## config.mk

```make
export PLATFORM = sky130hd
export DESIGN_NAME = lamp_strike_seq
export DESIGN_NICKNAME = d
export VERILOG_FILES = /design/src/rtl/lss_pkg.sv /design/src/rtl/lss_oc_filter.sv /design/src/rtl/lss_freq_gen.sv /design/src/rtl/lss_ctrl.sv /design/src/rtl/lamp_strike_seq.sv
export SDC_FILE = /design/constraint.sdc
export NUM_CORES = 1
export LEC_CHECK = 0
export BUFFER_PORTS_ARGS = -buffer_cell sky130_fd_sc_hd__clkbuf_2
export CORE_MARGIN = 2
export CORE_UTILIZATION = 30
export DETAILED_ROUTE_END_ITERATION = 8
export REMOVE_ABC_BUFFERS = 1
export SYNTH_ARGS = -nofsm -noshare
export SYNTH_HDL_FRONTEND = slang
export SYNTH_HIERARCHICAL = 1
export SYNTH_SLANG_ARGS = --single-unit
```

## constraint.sdc

```tcl
create_clock -name clk -period 3.1 [get_ports clk]
set_input_delay 0.31 -clock clk [delete_from_list [all_inputs] [get_ports clk]]
set_output_delay 0.31 -clock clk [all_outputs]
set_load 0.005 [all_outputs]
```

## src/rtl/lss_pkg.sv

```systemverilog
package lss_pkg;
  typedef enum logic [2:0] {
    ST_IDLE, ST_STRIKE, ST_WAIT, ST_RUN, ST_FAULT
  } lss_state_e;

  typedef enum logic [2:0] {
    FC_HOLD, FC_START, FC_STEP, FC_NOM, FC_HALF, FC_ZERO
  } lss_fctl_e;
endpackage

```

## src/rtl/lss_oc_filter.sv

```systemverilog
module lss_oc_filter #(
  parameter int OC_TICKS = 4
) (
  input  logic clk,
  input  logic rst_n,
  input  logic active,
  input  logic ocp,
  input  logic osc_tick,
  output logic trip
);
  localparam int CW = $clog2(OC_TICKS + 1);

  logic [CW-1:0] cnt_q, cnt_d;
  logic          cnt_en;
  logic          at_lim;

  assign at_lim = (cnt_q == CW'(OC_TICKS));
  assign trip   = active & ocp & osc_tick & at_lim;

  always_comb begin
    cnt_en = 1'b0;
    cnt_d  = cnt_q;
    if (!(active && ocp)) begin
      cnt_en = (cnt_q != '0);
      cnt_d  = '0;
    end else if (osc_tick && !at_lim) begin
      cnt_en = 1'b1;
      cnt_d  = cnt_q + CW'(1);
    end
  end

  always_ff @(posedge clk or negedge rst_n) begin
    if (!rst_n)      cnt_q <= '0;
    else if (cnt_en) cnt_q <= cnt_d;
  end
endmodule

```

## src/rtl/lss_freq_gen.sv

```systemverilog
module lss_freq_gen
  import lss_pkg::*;
#(
  parameter int NOM_FREQ = 1024,
  parameter int STEP     = 24,
  parameter int FREQ_W   = 12
) (
  input  logic              clk,
  input  logic              rst_n,
  input  lss_fctl_e         ctl,
  output logic [FREQ_W-1:0] freq
);
  logic [FREQ_W-1:0] freq_d;
  logic              freq_en;

  assign freq_en = (ctl != FC_HOLD);

  always_comb begin
    case (ctl)
      FC_START: freq_d = FREQ_W'(2 * NOM_FREQ);
      FC_STEP:  freq_d = freq - FREQ_W'(STEP);
      FC_NOM:   freq_d = FREQ_W'(NOM_FREQ);
      FC_HALF:  freq_d = FREQ_W'(NOM_FREQ / 2);
      FC_ZERO:  freq_d = '0;
      default:  freq_d = freq;
    endcase
  end

  always_ff @(posedge clk or negedge rst_n) begin
    if (!rst_n)       freq <= '0;
    else if (freq_en) freq <= freq_d;
  end
endmodule

```

## src/rtl/lss_ctrl.sv

```systemverilog
module lss_ctrl
  import lss_pkg::*;
#(
  parameter int SWEEP_LEN = 64,
  parameter int WAIT_LEN  = 96,
  parameter int CNT_W     = 7
) (
  input  logic       clk,
  input  logic       rst_n,
  input  logic       en,
  input  logic       cur_ok,
  input  logic       vlim,
  input  logic       trip,
  output lss_state_e state,
  output lss_fctl_e  fctl
);
  lss_state_e       st_d;
  logic [CNT_W-1:0] cnt_q, cnt_d;
  logic             en_q;

  always_comb begin
    st_d  = state;
    cnt_d = cnt_q;
    fctl  = FC_HOLD;
    if (!en) begin
      st_d  = ST_IDLE;
      cnt_d = '0;
      fctl  = FC_ZERO;
    end else begin
      case (state)
        ST_IDLE: if (!en_q) begin
          st_d  = ST_STRIKE;
          cnt_d = '0;
          fctl  = FC_START;
        end
        ST_STRIKE, ST_WAIT, ST_RUN: begin
          if (trip) begin
            st_d = ST_FAULT;
            fctl = FC_ZERO;
          end else if (state == ST_RUN) begin
            if (vlim && !cur_ok) begin
              st_d  = ST_WAIT;
              cnt_d = '0;
            end
          end else if (cur_ok) begin
            st_d = ST_RUN;
            fctl = FC_NOM;
          end else if (state == ST_WAIT) begin
            if (cnt_q == CNT_W'(WAIT_LEN - 1)) begin
              st_d = ST_FAULT;
              fctl = FC_ZERO;
            end else begin
              cnt_d = cnt_q + CNT_W'(1);
            end
          end else if (vlim) begin
            st_d  = ST_WAIT;
            cnt_d = '0;
          end else if (cnt_q == CNT_W'(SWEEP_LEN - 1)) begin
            st_d  = ST_WAIT;
            cnt_d = '0;
            fctl  = FC_HALF;
          end else begin
            cnt_d = cnt_q + CNT_W'(1);
            fctl  = FC_STEP;
          end
        end
        default: ;
      endcase
    end
  end

  always_ff @(posedge clk or negedge rst_n) begin
    if (!rst_n) begin
      state <= ST_IDLE;
      cnt_q <= '0;
      en_q  <= 1'b0;
    end else begin
      state <= st_d;
      cnt_q <= cnt_d;
      en_q  <= en;
    end
  end
endmodule

```

## src/rtl/lamp_strike_seq.sv

```systemverilog
module lamp_strike_seq
  import lss_pkg::*;
#(
  parameter int NOM_FREQ  = 1024,
  parameter int SWEEP_LEN = 64,
  parameter int OC_TICKS  = 4,
  parameter int FREQ_W    = $clog2(2 * NOM_FREQ + 1)
) (
  input  logic              clk,
  input  logic              rst_n,
  input  logic              en,
  input  logic              cur_ok,
  input  logic              vlim,
  input  logic              ovp,
  input  logic              ocp,
  input  logic              otp,
  input  logic              osc_tick,
  output logic [FREQ_W-1:0] freq_cmd,
  output logic              run_en,
  output logic              sync_ok,
  output logic              burst_ok,
  output logic              fault_n
);
  localparam int WAIT_LEN = (3 * SWEEP_LEN) / 2;
  localparam int STEP     = (3 * NOM_FREQ / 2) / SWEEP_LEN;
  localparam int CNT_W    = $clog2(WAIT_LEN + 1);

  lss_state_e state;
  lss_fctl_e  fctl;
  logic       oc_trip, trip;

  assign run_en   = (state == ST_STRIKE) || (state == ST_WAIT) || (state == ST_RUN);
  assign sync_ok  = (state == ST_RUN);
  assign burst_ok = (state == ST_RUN);
  assign fault_n  = (state != ST_FAULT);
  assign trip     = ovp | otp | oc_trip;

  lss_oc_filter #(.OC_TICKS(OC_TICKS)) u_ocf (
    .clk(clk), .rst_n(rst_n), .active(run_en), .ocp(ocp),
    .osc_tick(osc_tick), .trip(oc_trip)
  );

  lss_ctrl #(.SWEEP_LEN(SWEEP_LEN), .WAIT_LEN(WAIT_LEN), .CNT_W(CNT_W)) u_ctrl (
    .clk(clk), .rst_n(rst_n), .en(en), .cur_ok(cur_ok), .vlim(vlim),
    .trip(trip), .state(state), .fctl(fctl)
  );

  lss_freq_gen #(.NOM_FREQ(NOM_FREQ), .STEP(STEP), .FREQ_W(FREQ_W)) u_freq (
    .clk(clk), .rst_n(rst_n), .ctl(fctl), .freq(freq_cmd)
  );
endmodule

```

==> flow_summary.toml <==
[timing]
hold_viol_final = 0
slew_violations = 0
rsz0062_at_grt = "no"
setup_viol = 0
finalCritPeriodShare_pct = 93.4
min_period_ps = 2900
whs_ps = 34.3
max_freq_mhz = 345
relSlewSlack_pct = 52.7
clock_skew_ps = 6.07
worst_slew_pin_slew_ps = 704

[setup_path]
cp_num_buf_inv = 2
slowest_stage = "or3_2"
reg2reg_to = "u_freq/freq[6]"
critPathKind = "register to register"
crit_chain = "inv_1, ha_1, nand3_1, nor2_1, or3_4, or3_2, a21oi_1, buf_6, nand2b_4, a2111oi_1, a21oi_1, o21ai_1"
crit_arrival_ps = 3100
path_common_cell = "a21oi_1"
r2r_start = "u_ocf/cnt_q[0]"
rrSetupSlack_ps = 200
r2r_cells = 12
critPathLaunch = "u_ocf/cnt_q[0]"
cpPeakStageDelay_ps = 540
cp_max_fo = 15
crit_path_start_kind = "register"
path_delay_family = "simple AND/OR/NAND/NOR gates"
endpoint_kind = "register"
cp.required_ps = 3300

[power]
finalPower_mw = 0.913
power_density_mw_per_mm2 = 466
ir_drop_mv = 0.256
power_leakage_nw = 0.866

[synthesis]
synth_most_common_cell = "dfrtp_1"
synthesis.area_mm2 = 0.00174
asyncSetResetFlopFracSynth_pct = 100
ys_warn_count = 6
syn_inst = 186
yosysTopAreaCell = "dfrtp_1"
yosys-top-cells-count = "dfrtp_1, nand2_1, a21oi_1"
avgSynthCellArea_um2 = 9.36
synth-seq-area-share_pct = 33.1
ys_ff_latch = 23
synth_edf_count = 0
yosys_most_used_dff = "dfrtp_1"
netlist_top_cells_area = "dfrtp_1, a21oi_1, a22o_1"
synth_cell_types = 64
synth_top_cell_area_share_pct = 33.1

[final_layout]
fin_util_pct = 35.3
fin_nets = 222
antennaDiodeCount = 0
drive_gt1_share_pct = 24.5
syn2layout_area_growth_pct = 12.5

[placed_design]
dp_hpwl_um = 2790
routabilityCongestion = 0.857
port_buffers = 21

[clock_network]
clkSlewWorstSetupHoldPaths_ps = 90
cts_buffer_depth = 2
post-cts-setup-buffers = 0
cts_tree = "yes"
insertion_delay_ps = 270
hold_buffers = 0
cts_buffers = 3
cts_sinks = 23
cts_resized = 0
htree_levels = 1
cts_root_buffer = "clkbuf_8"

[grt]
antenna_found_initial = 0
grt_pass1_wl_um = 6510
grt_pass1_vias = 1428
track_usage_pct = 12.5
globalRouteOverflowTotal = 0
grt_max_degree = 24

[die]
die_x_um = 80.2
num_rows = 27
die_area_mm2 = 0.00643
die_y_um = 80.2
start_util_pct = 31.4
io_pins = 25
core-area_mm2 = 0.00554

[min_path]
worstHoldPathType = "input pin to asynchronous set/reset pin"

[run_status]
status = "finished, final reports clean"

[detailed_routing]
drt-pass1-iter-count = 4
ant_nets = 0
num_vias = 1486
drtIter0Drc = 52
viasPerCell = 5.31
wl_per_cell_um = 13.8
wirelength_um = 3870
drc = 0

[flow_run]
drv_cap = 0
-- power breakdown --
part / internal (mW) / switching, mW
combinational: 0.158 / 0.200
clock: 0.0920 / 0.106
sequential: 0.329 / 0.0275
-- registers in the layout (all words and copies together), names as in the netlist --
signal        cells
u_ctrl/cnt_q      7
u_ctrl/en_q       1
u_ctrl/state      3
u_freq/freq       9
u_ocf/cnt_q       3
-- worst reg2reg max path: cells and delay by family, from the launching register on --
kind | cells | cell delay, ps
AND/OR/NAND/NOR | 5 | 1140
AO/OA/AOI/OAI | 4 | 770
adder cells (fa/ha/maj) | 1 | 250
buffers and inverters | 2 | 250
flip-flops | 1 | 410
-- per-stage QoR --
stage | std cells | instance area [um^2] | setup slack, ps | setup TNS, ps
6_report | 280 | 1960 | 203 | 0
5_1_grt | 280 | 1960 | 9.07 | 0
3_3_place_gp | 276 | 1900 | 188 | 0
4_1_cts | 280 | 1950 | 120 | 0
2_1_floorplan | 178 | 1670 | -197 | -908
3_5_place_dp | 276 | 1900 | 134 | 0
-- cells in the final DEF, fill, tap and decap left out, types with 2 or more instances in the layout --
cell | Yosys | final
dfrtp_1 | 23 | 23
clkbuf_2 | 0 | 21
nand2_1 | 15 | 15
a21oi_1 | 13 | 13
nor2_1 | 12 | 12
o21ai_1 | 7 | 8
nor2b_1 | 7 | 7
o21ai_0 | 8 | 7
a22o_1 | 7 | 7
buf_4 | 6 | 4
nand3_1 | 4 | 4
inv_1 | 4 | 4
o211ai_1 | 4 | 4
ha_1 | 4 | 4
nor3_1 | 4 | 4
clkbuf_8 | 0 | 3
and3_1 | 3 | 3
o22ai_1 | 3 | 3
mux2i_1 | 3 | 3
conb_1 | 1 | 3
or3_1 | 3 | 2
nand2b_4 | 2 | 2
o31ai_1 | 2 | 2
nand3b_1 | 2 | 2
o21a_1 | 2 | 2
mux2_2 | 2 | 2
a221o_1 | 2 | 2
and2_1 | 2 | 2
nand4b_1 | 2 | 2
-- area by class of cell --
| type | count | area [um^2] |
|---|---|---|
| inverter | 4 | 15.0 |
| multi-input combinational | 151 | 1090 |
| clock buffer | 4 | 45.0 |
| timing repair buffer | 26 | 146 |
| tap | 72 | 90.1 |
| fill | 578 | 3580 |
| sequential | 23 | 576 |
-- worst max-delay path by stage --
stage	end	slack, ps	cells past startpoint
finish	u_freq/freq[6]	200	12
global route	u_freq/freq[6]	9	12
CTS	u_freq/freq[6]	120	12
detailed placement	u_freq/freq[6]	130	12
global placement	u_freq/freq[6]	190	12
floorplan	u_freq/freq[7]	-200	9
-- cells by family (layout without fill, tap and decap cells) --
family / after synthesis / in the layout / share of synthesized area, %
buf+inv: 14 / 34 / 5.32
fa+ha+maj: 4 / 4 / 2.88
other cells: 1 / 3 / 0.215
xor+xnor: 1 / 1 / 0.503
flops: 23 / 23 / 33.1
compound gates: 67 / 67 / 28.8
mux: 5 / 5 / 3.02
simple gates: 71 / 71 / 26.2
-- per-layer routing --
layer,wire [um],track usage (%),up-vias
li1,-,-,750
met3,130,2.92,2
met4,16,2.71,0
met2,1880,21.6,27
met5,0,0,-
met1,1850,15.9,707
Note: power is estimated with default switching activity, not from simulation.
